<file path="src/rtl/uart_lb_pkg.sv">
`timescale 1ns/1ps
package uart_lb_pkg;
  localparam int MCR_W    = 5;
  localparam int MCR_DTR  = 0;
  localparam int MCR_RTS  = 1;
  localparam int MCR_OP1  = 2;
  localparam int MCR_OP2  = 3;
  localparam int MCR_LOOP = 4;

  localparam int LINES    = 4;
  localparam int MSR_W    = 2 * LINES;
  localparam int RING_IDX = 2;

  // field order matches the status register upper nibble
  typedef struct packed {
    logic dcd;
    logic ri;
    logic dsr;
    logic cts;
  } modem_t;
endpackage

</file>
<file path="src/rtl/lb_sync.sv">
`timescale 1ns/1ps
module lb_sync #(
  parameter int WIDTH  = 1,
  parameter int STAGES = 2,
  parameter logic [WIDTH-1:0] RST_VAL = '0
) (
  input  logic             clk,
  input  logic             rst_n,
  input  logic [WIDTH-1:0] d,
  output logic [WIDTH-1:0] q
);
  logic [WIDTH-1:0] chain_q [STAGES];

  always_ff @(posedge clk or negedge rst_n) begin
    if (!rst_n) begin
      for (int i = 0; i < STAGES; i++) chain_q[i] <= RST_VAL;
    end else begin
      chain_q[0] <= d;
      for (int i = 1; i < STAGES; i++) chain_q[i] <= chain_q[i-1];
    end
  end

  assign q = chain_q[STAGES-1];
endmodule

</file>
<file path="src/rtl/lb_route.sv">
`timescale 1ns/1ps
module lb_route
  import uart_lb_pkg::*;
(
  input  logic             clk,
  input  logic             rst_n,
  input  logic [MCR_W-1:0] mcr,
  input  logic             core_txd,
  input  logic             rxd_sync,
  input  modem_t           pin_lines,
  output logic             pin_txd,
  output logic             pin_rts_n,
  output logic             pin_dtr_n,
  output logic             pin_op1_n,
  output logic             pin_op2_n,
  output logic             core_rxd,
  output modem_t           stat_src
);
  logic   loop_on;
  modem_t loop_lines;
  logic   rx_src;
  logic   mode_flip;
  logic   guard_q, guard_d;
  logic   loop_q, loop_d;
  logic   rxd_q, rxd_d;

  assign loop_on = mcr[MCR_LOOP];

  // pin side: parked at mark / inactive while looping
  assign pin_txd   = loop_on | core_txd;
  assign pin_rts_n = loop_on | ~mcr[MCR_RTS];
  assign pin_dtr_n = loop_on | ~mcr[MCR_DTR];
  assign pin_op1_n = loop_on | ~mcr[MCR_OP1];
  assign pin_op2_n = loop_on | ~mcr[MCR_OP2];

  // internal cross-wiring of control outputs onto status inputs
  always_comb begin
    loop_lines.cts = mcr[MCR_RTS];
    loop_lines.dsr = mcr[MCR_DTR];
    loop_lines.ri  = mcr[MCR_OP1];
    loop_lines.dcd = mcr[MCR_OP2];
  end

  assign stat_src = loop_on ? loop_lines : pin_lines;
  assign rx_src   = loop_on ? core_txd : rxd_sync;

  // receive guard: after a mode flip hold mark until the new source idles
  always_comb begin
    mode_flip = loop_on ^ loop_q;
    loop_d    = loop_on;
    if (mode_flip || guard_q) begin
      rxd_d   = 1'b1;
      guard_d = ~rx_src;
    end else begin
      rxd_d   = rx_src;
      guard_d = 1'b0;
    end
  end

  always_ff @(posedge clk or negedge rst_n) begin
    if (!rst_n) begin
      loop_q  <= 1'b0;
      guard_q <= 1'b0;
      rxd_q   <= 1'b1;
    end else begin
      loop_q  <= loop_d;
      guard_q <= guard_d;
      rxd_q   <= rxd_d;
    end
  end

  assign core_rxd = rxd_q;
endmodule

</file>
<file path="src/rtl/lb_msr_track.sv">
`timescale 1ns/1ps
module lb_msr_track
  import uart_lb_pkg::*;
(
  input  logic             clk,
  input  logic             rst_n,
  input  modem_t           src,
  input  logic             rd,
  output logic [MSR_W-1:0] msr
);
  logic [LINES-1:0] src_v;
  logic [LINES-1:0] line_q, line_d;
  logic [LINES-1:0] flag_q, flag_d;
  logic [LINES-1:0] hit;

  assign src_v = src;

  generate
    for (genvar i = 0; i < LINES; i++) begin : g_line
      if (i == RING_IDX) begin : g_trail
        assign hit[i] = line_q[i] & ~src_v[i];
      end else begin : g_any
        assign hit[i] = line_q[i] ^ src_v[i];
      end
    end
  endgenerate

  always_comb begin
    line_d = src_v;
    flag_d = (rd ? '0 : flag_q) | hit;
  end

  always_ff @(posedge clk or negedge rst_n) begin
    if (!rst_n) begin
      line_q <= '0;
      flag_q <= '0;
    end else begin
      line_q <= line_d;
      flag_q <= flag_d;
    end
  end

  assign msr = {line_q, flag_q};
endmodule

</file>
<file path="src/rtl/uart_lb_router.sv">
`timescale 1ns/1ps
module uart_lb_router
  import uart_lb_pkg::*;
#(
  parameter int SYNC_STAGES = 2
) (
  input  logic             clk,
  input  logic             rst_n,
  input  logic [MCR_W-1:0] mcr,
  input  logic             msr_rd,
  output logic [MSR_W-1:0] msr,
  input  logic             core_txd,
  output logic             core_rxd,
  output logic             pin_txd,
  input  logic             pin_rxd,
  output logic             pin_rts_n,
  output logic             pin_dtr_n,
  output logic             pin_op1_n,
  output logic             pin_op2_n,
  input  logic             pin_cts_n,
  input  logic             pin_dsr_n,
  input  logic             pin_dcd_n,
  input  logic             pin_ri_n
);
  localparam int SYNC_W = LINES + 1;

  logic [SYNC_W-1:0] raw_in;
  logic [SYNC_W-1:0] sync_out;
  modem_t            pin_lines;
  modem_t            stat_src;

  // order: rxd, dcd_n, ri_n, dsr_n, cts_n (low nibble matches modem_t)
  assign raw_in = {pin_rxd, pin_dcd_n, pin_ri_n, pin_dsr_n, pin_cts_n};

  lb_sync #(
    .WIDTH  (SYNC_W),
    .STAGES (SYNC_STAGES),
    .RST_VAL({SYNC_W{1'b1}})
  ) u_sync (
    .clk  (clk),
    .rst_n(rst_n),
    .d    (raw_in),
    .q    (sync_out)
  );

  assign pin_lines = modem_t'(~sync_out[LINES-1:0]);

  lb_route u_route (
    .clk      (clk),
    .rst_n    (rst_n),
    .mcr      (mcr),
    .core_txd (core_txd),
    .rxd_sync (sync_out[LINES]),
    .pin_lines(pin_lines),
    .pin_txd  (pin_txd),
    .pin_rts_n(pin_rts_n),
    .pin_dtr_n(pin_dtr_n),
    .pin_op1_n(pin_op1_n),
    .pin_op2_n(pin_op2_n),
    .core_rxd (core_rxd),
    .stat_src (stat_src)
  );

  lb_msr_track u_track (
    .clk  (clk),
    .rst_n(rst_n),
    .src  (stat_src),
    .rd   (msr_rd),
    .msr  (msr)
  );
endmodule

</file>
<file path="config.mk">
export PLATFORM = sky130hd
export DESIGN_NAME = uart_lb_router
export DESIGN_NICKNAME = d
export VERILOG_FILES = /design/src/rtl/uart_lb_pkg.sv /design/src/rtl/lb_sync.sv /design/src/rtl/lb_route.sv /design/src/rtl/lb_msr_track.sv /design/src/rtl/uart_lb_router.sv
export SDC_FILE = /design/constraint.sdc
export NUM_CORES = 1
export LEC_CHECK = 0
export BUFFER_PORTS_ARGS = -buffer_cell sky130_fd_sc_hd__buf_4
export CAP_MARGIN = 20
export CORE_ASPECT_RATIO = 0.9
export CORE_UTILIZATION = 47
export CTS_CLUSTER_DIAMETER = 120
export CTS_CLUSTER_SIZE = 25
export DETAILED_ROUTE_END_ITERATION = 10
export PLACE_DENSITY = 0.72
export SYNTH_ARGS = -nofsm -noshare
export SYNTH_HDL_FRONTEND = slang
export SYNTH_HIERARCHICAL = 1
export SYNTH_SLANG_ARGS = --single-unit
</file>
<file path="constraint.sdc">
create_clock -name clk -period 3.8 [get_ports clk]
set_input_delay 0.57 -clock clk [delete_from_list [all_inputs] [get_ports clk]]
set_output_delay 0.57 -clock clk [all_outputs]
set_load 0.05 [all_outputs]
</file>
Word level (Yosys, flattened, before mapping). Cells that the tools add are included.

Multiplexer cells: 5. Bitwise logic cells: 18. Reduce and logical (&&, ||, !) cells: 1.

Operators with widths (count): 2-to-1 mux 4 bit (2); NOT 1 bit (6); OR 1 bit (5); NOT 4 bit (1); OR 4 bit (1); bitwise XOR 1 bit (4); 2-to-1 mux 1 bit (3); bitwise AND 1 bit (1); logical OR 1 bit (1).

Register bits: 21. Input port bits: 14. Output and inout bits: 14.

Depth between registers and ports, before layout. Gate-level depths: netlist (run 1).

Word-level depth: 5. Depth in mapped cells: 5. Depth with buffers taken out: 4.

By module. Netlist (run 1), hierarchy kept.

Modules (own cells, without submodules): lb_sync (times used 1, cells each 15, area each 300.3 um2); lb_msr_track (times used 1, cells each 20, area each 266.5 um2); lb_route (times used 1, cells each 20, area each 221.5 um2); uart_lb_router (times used 1, cells each 4, area each 15.0 um2).

Worst setup path before layout (run 1). Ideal clock, no wire load.

Kind: in2out. Start: input mcr[4]. End: output pin_dtr_n. Arrival: 1101 ps. Data required time: 3230 ps. Slack: 2129 ps. Cell stages on the path: 2. Path buffers: 1. Path through: buf_6 nand2b_1.

Word-level cells in the longest chain between the ends: 1.

RTL lines: start: declaration (line uart_lb_router.sv:9) `input logic [MCR_W-1:0] mcr,`; OR 1 bit (line lb_route.sv:32) `assign pin_dtr_n = loop_on | ~mcr[MCR_DTR];`; end: declaration (line uart_lb_router.sv:17) `output logic pin_dtr_n,`.

No other way between the ends.

Worst setup path after layout (run 1).
Start: input mcr[4]. End: output pin_txd.

Word-level cells in the longest chain between the ends: 1.

RTL lines: OR 1 bit (line lb_route.sv:30) `assign pin_txd = loop_on | core_txd;`; end: declaration (line uart_lb_router.sv:14) `output logic pin_txd,`.

No other way between the ends.

==> metrics.txt, run 1 <==
predominant post-synthesis flop cell dfstp_2; CP startpoint kind primary input; worst endpoint data arrival time 1.15 ns; H-tree level count 1; CP Class primary input to primary output; status finished, final reports clean; Design Area, Final about 0.0010 mm^2; Post-synth EDFFs 0; synth warn 6; CTS Buffer Depth 2; Nets 99; Most Used Layer, Global Route met2; Worst-path clk slew 0.10 ns; total gr overflow 0; Routed WL 1040 um; Core Rows 13; area grow syn2layout 25.9%; initial antenna violation count 0; Synth Register Bits 21; top post-synthesis cells by area dfstp_2 (36%), dfrtp_1 (31%), buf_4 (4.7%); layout cells sized above 1 between 50% and 60%; Vias 460; max-slew violations 0; gr usage total approximately an eighth; Initial DRT Pass Iterations 2; count of different cell masters after synthesis 17; post-synthesis sequential area ratio between 60 and 70%; Critical R2R Launch u_sync/q[1]$_DFF_PN1_; peak supply drop approximately 0.35 mV; Ports 28; Post-Syn Area per Cell 13.6 um^2; Die W 45.6 um; Worst Path Required around 3.2 ns; CTS tree built; CORE AREA 0.00151 mm^2; Root Buffer clkbuf_4; Port Buffers 27; setup slack after placement 2.08 ns; post-cts sizing count 0; Synth Net Count 73; Post-synth ARST share between 90% and 100%; top-count cell post-synth dfstp_2; Setup crit end kind primary output; met2 Usage GRT 20.7%; DP Wirelength between 800 and 900 um; antenna viol nets, final 0; Cell Area, Placed roughly 980 um^2; full die area 0.00188 mm^2; endpoints failing hold 0; Post-CTS Hold Buffers 0; first-pass GRT wire length 1490 um; area of the mapped netlist between 800 and 900 um^2; synthesized instance count 59; worst hold-check path type primary input to async pin; min setup slack post-route 2.08 ns; Crit Path Max Fanout 14; GR met3 Demand/Resource 7.93%; DRC viols 0; fmax 0.583 GHz; GP Congestion 0.739; Min Clock Period, post-route between 1.5 and 2 ns; largest net degree at the start of global routing 22; worst-margin pin slew 0.248 ns; height of the die 41.2 um; global-route met1 utilization between 10% and 20%; TNS Setup 0 ns; Slew headroom 83.5%; Sinks on Clock Net 21; drt wl/cell 9.78 um; Num CTS Buffers 3; vias per cell approximately 4.3; Tcrit/Tclk final 45.2%; RSZ-0062 raised after global routing no; initial DRC count 8; total of max-cap violations 0; launch point of the worst path mcr[4]; initial core utilization 53.1%; Leak Pwr 0.000490 uW; clk_skew 0.00343 ns; post-CTS setup buffers 0; vias in the first global route 360; Pwr Density 456 mW/mm^2; synth cell count leaders dfstp_2 (11), dfrtp_1 (10), inv_1 (10); ant diodes 0; Yosys top cell by area dfstp_2; clock latency on the worst-skew pair 0.29 ns; Final setup viols 0; post-synth top area share a little over a third
==> per-stage QoR <==
step                hold slack (ns)  util [%]  total power (uW)  instances
global placement              0.345      65.1               366        102
global route                  0.121      66.8               485        106
floorplan                     0.274         -               331         59
finish                        0.133      66.8               461        106
CTS                           0.129      66.8               468        106
detailed placement            0.347      65.1               368        102
==> layer usage <==
layer	vias up	share of wire, %
li1	230	-
met1	209	42
met2	19	49
met3	2	7.7
met4	0	0.96
met5	-	0
==> flip-flops by register name (all words and copies together), names as in the netlist <==
register,flops
u_route/core_rxd,1
u_route/guard_q,1
u_route/loop_q,1
u_sync/chain_q,5
u_sync/q,5
u_track/flag_q,4
u_track/line_q,4
==> where the power goes <==
part           switching [uW]  internal [uW]  leakage [uW]
Sequential               7.82            245      0.000231
Combinational            70.3           39.2      0.000244
Clock                    57.1           40.8     0.0000150
==> worst max-delay path, cell delays in order <==
cell   delay [ns]
buf_4        0.16
or2_1        0.23
buf_4        0.19
==> layout make-up <==
class | count | area [um^2]
fillers | 122 | 502
clock buffers | 4 | 26.3
inverters | 10 | 37.5
repair buffers | 27 | 203
multi-input cells | 22 | 178
flip-flops and latches | 21 | 539
well taps | 22 | 27.5
==> logic make-up (layout without fill, tap and decap cells) <==
kind of cell              after synthesis  count (layout)  synth area share (%)
DFF                                    21              21                  67.1
AOI/OAI and AO/OA                       6               6                  5.76
xor gates and xnor gates                3               3                  3.27
muxes                                   4               4                  6.54
buffers and inverters                  16              41                  10.7
and+or+nand+nor                         9               9                  6.54
==> path summary, 6_finish.rpt <==
path / slack, ns / to / depth (start not counted)
max in group asynchronous: 3.40 / u_sync/chain_q[8]$_DFF_PN1_ / 1
min in group clk: 0.36 / u_sync/q[2]$_DFF_PN1_ / 0
worst min-delay path: 0.13 / u_track/line_q[1]$_DFF_PN0_ / 1
worst max-delay path: 2.08 / pin_txd / 3
worst min register to register: 0.36 / u_sync/q[2]$_DFF_PN1_ / 0
worst max register to register: 2.63 / u_track/flag_q[1]$_DFF_PN0_ / 4
==> placed cells by master (no fill, tap or decap) <==
master and n:
nor2b_1 1, a32oi_1 1, dfrtp_1 10, dfstp_2 11, inv_1 10, clkbuf_4 3
o21ai_1 3, clkbuf_1 1, nor2_1 2, or2_1 1, o22ai_1 1, or2b_1 1
o32ai_2 1, buf_4 27, mux2_2 2, nand2b_1 4, xnor2_1 3, mux2_4 2
No activity file was read; power rests on OpenSTA's default activity.
==> inputs of run 2 (changes only) <==
--- a/config.mk
+++ b/config.mk
@@ -5,6 +5,7 @@
 export SDC_FILE = /design/constraint.sdc
 export NUM_CORES = 1
 export LEC_CHECK = 0
+export ABC_AREA = 1
 export BUFFER_PORTS_ARGS = -buffer_cell sky130_fd_sc_hd__buf_4
 export CAP_MARGIN = 20
 export CORE_ASPECT_RATIO = 0.9
@@ -12,7 +13,7 @@
 export CTS_CLUSTER_DIAMETER = 120
 export CTS_CLUSTER_SIZE = 25
 export DETAILED_ROUTE_END_ITERATION = 10
-export PLACE_DENSITY = 0.72
+export PLACE_DENSITY = 0.71
 export SYNTH_ARGS = -nofsm -noshare
 export SYNTH_HDL_FRONTEND = slang
 export SYNTH_HIERARCHICAL = 1
==> constraint.sdc (replaced) <==
create_clock -name clk -period 1.7 [get_ports clk]
set_input_delay 0.255 -clock clk [delete_from_list [all_inputs] [get_ports clk]]
set_output_delay 0.255 -clock clk [all_outputs]
set_load 0.05 [all_outputs]
==> run 2 against run 1 <==
  * Power up 120%
  * Sequential power up 120%
  * Register-to-register slack worse by 1.9 ns
  * Flip-flop and latch count unchanged
  * Hold slack worse by 0.083 ns
  * Final cell count up 25%
  * Setup slack worse by 1.7 ns
  * Critical path type is now flip-flop to primary output
==> metrics.txt, run 2 <==
CTS Buffer Depth 2; filler-free cell count of the finished design between 100 and 150; RSZ-0062 raised after global routing no; H-tree level count 1; CORE AREA ~0.0015 mm^2; Yosys top cell by area dfstp_2; fmax 0.787 GHz; worst endpoint data arrival time 1.02 ns; CTS tree built; antenna viol nets, final 0; Post-Syn Area per Cell 9.67 um^2; ant diodes 0; clk_skew 0.000847 ns; Port Buffers 27; total of max-cap violations 0; WP buf/inv 1; Post-synth EDFFs 0; endpoints failing hold 0; Synth Net Count just under 100; Slew headroom 83.5%; status finished, final reports clean; delay-heaviest family, CP flip-flops; area grow syn2layout 26.6%; Final setup viols 0; CP startpoint kind flip-flop; CP Class flip-flop to primary output; Die W about 46 um; layout cells sized above 1 41.4%; synth cell count leaders nand2_1 (33), inv_1 (16), dfstp_2 (11); GP Congestion 0.668; full die area 0.00192 mm^2; Initial DRT Pass Iterations 2; clock latency on the worst-skew pair between 0.2 and 0.3 ns; initial antenna violation count 0; drt wl/cell 8.87 um; Vias 570; top-count cell post-synth nand2_1; Root Buffer clkbuf_4; Worst Path Required between 1 and 1.5 ns; max-slew violations 0; TNS Setup 0 ns; DP Wirelength between 900 and 1000 um; Core Rows 13; peak supply drop 0.574 mV; commonest non-fill, non-tap cells in the layout nand2_1 (33), buf_4 (27), inv_1 (16), dfstp_2 (11), dfrtp_1 (10); Ports 28; CP peak stage delay roughly 0.54 ns; Synth Register Bits 21; CP max-delay cell dfstp_2; Post-synth ARST share 100%; post-cts sizing count 0; Worst-path clk slew 0.11 ns; count of different cell masters after synthesis 10; synthesized instance count 85; top post-synthesis cells by area dfstp_2 (35%), dfrtp_1 (30%), nand2_1 (15%); vias in the first global route about 540; synth warn 6; height of the die roughly 42 um; DRC viols 0; area of the mapped netlist 822 um^2; post-synthesis sequential area ratio 65.6%; Num CTS Buffers 3; Setup crit end kind primary output; Pwr Density around 990 mW/mm^2; Min Clock Period, post-route 1.27 ns; initial core utilization 53.2%; Routed WL 1180 um; post-synth top area share 35.2%; Sinks on Clock Net 21; final core utilization 67.4%; largest net degree at the start of global routing 22; predominant post-synthesis flop cell dfstp_2; placed insts roughly 130; Crit Path Max Fanout 1; worst hold-check path type primary input to flip-flop; Leak Pwr 0.000573 uW; Hold Slack 0.0501 ns; Nets between 100 and 150; leading cell type in the layout, fill and taps excluded nand2_1; gr usage total 14.9%; worst-margin pin slew 0.247 ns; initial DRC count 5; first-pass GRT wire length 2010 um; total gr overflow 0; reg-to-reg slack, setup 0.76 ns; Tcrit/Tclk final 74.7%; cells along the critical path buf_4; vias per cell between 4 and 5
[run 2: cell count changes in the layout (fill, tap and decap cells not counted), sizes merged, moves of 2 or more]
cell / before / now
nand2: 0 / 33
o21ai: 3 / 1
nand3: 0 / 5
mux2: 4 / 0
nor2: 2 / 0
xnor2: 3 / 0
nand2b: 4 / 0
inv: 10 / 18
[run 2: path summary, 6_finish.rpt]
path,start,depth (start not counted),to
max in group asynchronous,rst_n,2,u_sync/chain_q[9]$_DFF_PN1_
min reg2reg,u_sync/chain_q[7]$_DFF_PN1_,0,u_sync/q[2]$_DFF_PN1_
min in group asynchronous,rst_n,2,u_track/line_q[2]$_DFF_PN0_
max,u_route/core_rxd$_DFF_PN1_,1,core_rxd
min,pin_dsr_n,1,u_sync/chain_q[6]$_DFF_PN1_
max reg2reg,u_sync/q[0]$_DFF_PN1_,5,u_track/flag_q[0]$_DFF_PN0_
[run 2: area by class of cell]
type,count,area [um^2]
timing repair buffer,28,213
inverter,18,67.6
clock inverter,1,5.00
multi-input combinational,40,166
tap,22,27.5
fill,126,504
sequential,21,539
clock buffer,3,22.5
[run 2: cell families after synthesis]
family                 count (synthesis)  synth area share, %
and+or+nand+nor                       38                 18.1
buffers and inverters                 24                 14.2
DFF                                   21                 65.6
AOI/OAI and AO/OA                      2                 2.13
[run 2: where the power goes]
group          internal, uW  leakage, uW  switching [uW]
registers               547     0.000234            16.9
clock network          87.6    0.0000177             146
logic                  77.3     0.000322             160
total                   712     0.000573             323
[run 2: per-layer routing]
layer | GRT usage, % | vias to the layer above | wire (um)
li1 | - | 294 | -
met1 | 15.8 | 259 | 494
met2 | 26.2 | 15 | 623
met3 | 3.91 | 2 | 56
met4 | 7.06 | 0 | 5
met5 | 0 | - | 0
[run 2: what timing repair did]
item | in CTS | in global routing
hold buffers | 1 | 0
setup buffers | 0 | 0
hold endpoints to repair | 10 | 0
[run 2: metrics by stage]
stage          power (uW)  instance area [um^2]  worst slack, ns
2_1_floorplan         731                   822            0.705
3_3_place_gp          808                  1000            0.642
3_5_place_dp          812                  1000            0.624
4_1_cts              1050                  1040            0.422
5_1_grt              1090                  1040            0.398
6_report             1040                  1040            0.430
==> inputs of run 3 (changes only) <==
--- a/config.mk
+++ b/config.mk
@@ -9,11 +9,11 @@
 export BUFFER_PORTS_ARGS = -buffer_cell sky130_fd_sc_hd__buf_4
 export CAP_MARGIN = 20
 export CORE_ASPECT_RATIO = 0.9
-export CORE_UTILIZATION = 47
+export CORE_UTILIZATION = 42
 export CTS_CLUSTER_DIAMETER = 120
 export CTS_CLUSTER_SIZE = 25
 export DETAILED_ROUTE_END_ITERATION = 10
-export PLACE_DENSITY = 0.71
+export PLACE_DENSITY = 0.67
 export SYNTH_ARGS = -nofsm -noshare
 export SYNTH_HDL_FRONTEND = slang
 export SYNTH_HIERARCHICAL = 1
==> constraint.sdc (replaced) <==
create_clock -name clk -period 1 [get_ports clk]
set_input_delay 0.15 -clock clk [delete_from_list [all_inputs] [get_ports clk]]
set_output_delay 0.15 -clock clk [all_outputs]
set_load 0.05 [all_outputs]
==> run 3 against run 2 <==
  * Global-route usage down 0.85 points
  * Critical path depth unchanged
  * Hold slack better by 0.056 ns
  * Final area up 13%
  * Flip-flop and latch count unchanged
  * Utilization down 0.15 points
  * Via count up 7.0%
  * The run now ends with negative setup slack left
  * Sequential power up 71%
  * Routed wire length up 3.1%
  * Power up 76%
  * First-iteration DRC count unchanged
  * Die area up 11%
==> metrics.txt, run 3 (same netlist as run 2, synthesis figures left out) <==
initial DRC count 5; RSZ-0062 raised after global routing yes; commonest non-fill, non-tap cells in the layout nand2_1 (32), buf_4 (24), inv_1 (16), dfstp_2 (11), dfrtp_1 (10); global-route met1 utilization between 10% and 20%; Port Buffers 27; TNS Setup -0.156 ns; DRC viols 0; CORE AREA 0.00175 mm^2; Worst Path Required 0.85 ns; Num CTS Buffers 3; Tcrit/Tclk final 113%; total gr overflow 0; endpoints failing hold 0; worst-margin pin slew 0.245 ns; Initial DRT Pass Iterations 4; H-tree level count 1; CP startpoint kind flip-flop; GP Congestion 0.654; CTS tree built; clk_skew 0.00349 ns; Worst-path clk slew 0.10 ns; Clk pwr share between 20 and 25%; clock latency on the worst-skew pair 0.29 ns; CTS Buffer Depth 2; WP buf/inv 1; Crit Path Max Fanout 1; max-slew violations 0; Cell Area, Placed 0.00101 mm^2; met2 Usage GRT approximately a quarter; fmax 0.882 GHz; delay-heaviest family, CP flip-flops; initial antenna violation count 0; full die area 0.00214 mm^2; setup slack after placement approximately 0.070 ns; worst hold-check path type primary input to flip-flop; peak supply drop between 0.9 and 1 mV; height of the die 44.0 um; Most Used Layer, Global Route met2; internal power 1280 uW; min setup slack post-route -0.134 ns; Sinks on Clock Net 21; largest net degree at the start of global routing 22; failing checks negative setup slack; vias in the first global route 537; Slew headroom a little over four fifths; Die W 48.6 um; Setup crit end kind primary output; Leak Pwr 0.000633 uW; switching pwr 540 uW; antenna viol nets, final 0; gr usage total 14.1%; Nets between 100 and 150; Min Clock Period, post-route 1.13 ns; initial core utilization 46.9%; first-pass GRT wire length 2170 um; # fillers between 100 and 150; Routed WL 1220 um; Pwr Density around 1500 mW/mm^2; Vias roughly 600; Design Area, Final 0.00118 mm^2; drt wl/cell 8.33 um; worst endpoint data arrival time 0.98 ns; CP peak stage delay 0.55 ns; ant diodes 0; Core Rows 14; status finished with violations; Root Buffer clkbuf_4; leading cell type in the layout, fill and taps excluded nand2_1; CP max-delay cell dfstp_2; CP Class flip-flop to primary output; area grow syn2layout 43.2%; Tot Pwr 1820 uW; Comb power frac between 20% and 30%; cells along the critical path buf_8; Final setup viols 4; layout cells sized above 1 42.6%; GR met3 Demand/Resource between 6 and 7%; sequential share of power a little over half; Ports 28; net switching share of the total power between 20% and 30%; DP Wirelength 917 um; vias per cell 4.18; total of max-cap violations 0
==> run 3: power groups by stage <==
stage	sequential (uW)	combinational (uW)	clock, uW
2_1_floorplan	1110	138	0
5_1_grt	973	513	454
3_3_place_gp	973	402	0
4_1_cts	966	468	407
3_5_place_dp	975	409	0
6_report	966	480	376
==> run 3: area by class of cell <==
type / instances / area [um^2] / area share (%)
timing repair buffer: 39 / 345 / 29.3
multi-input combinational: 40 / 169 / 14.3
tap: 24 / 30.0 / 2.55
clock buffer: 4 / 26.3 / 2.23
sequential: 21 / 539 / 45.8
inverter: 18 / 67.6 / 5.74
==> run 3: layer usage <==
metal / up-vias / wire, um
met5: - / 0
met4: 0 / 0
met3: 0 / 60
met2: 18 / 644
met1: 277 / 511
li1: 315 / -
==> run 3: stage by stage <==
| step | instances | utilization [%] | hold slack (ns) |
|---|---|---|---|
| 6_report | 146 | 67.2 | 0.106 |
| 3_3_place_gp | 131 | 57.9 | 0.0387 |
| 5_1_grt | 146 | 67.2 | 0.0919 |
| 2_1_floorplan | 85 | - | -0.146 |
| 3_5_place_dp | 131 | 57.9 | 0.0403 |
| 4_1_cts | 144 | 66.2 | 0.0923 |
==> run 3: final timing paths <==
kind                            cells past startpoint                   startpoint                           to  slack, ns
worst min-delay path                                3                       mcr[0]  u_track/line_q[1]$_DFF_PN0_       0.11
worst max register to register                      5        u_sync/q[0]$_DFF_PN1_  u_track/flag_q[0]$_DFF_PN0_       0.07
worst max-delay path                                1   u_route/core_rxd$_DFF_PN1_                     core_rxd      -0.13
max in group asynchronous                           2                        rst_n        u_sync/q[1]$_DFF_PN1_       0.48
worst min register to register                      0  u_sync/chain_q[6]$_DFF_PN1_        u_sync/q[1]$_DFF_PN1_       0.36
min in group asynchronous                           2                        rst_n  u_track/flag_q[0]$_DFF_PN0_       0.25
==> run 3: what timing repair did <==
item / CTS / global route
cloned: 0 / 0
endpoints found under the hold margin: 26 / 0
buffers inserted: 3 / 2
hold buffers: 6 / 0
gates resized for setup: 10 / 1
endpoints found under the setup margin: 9 / 10
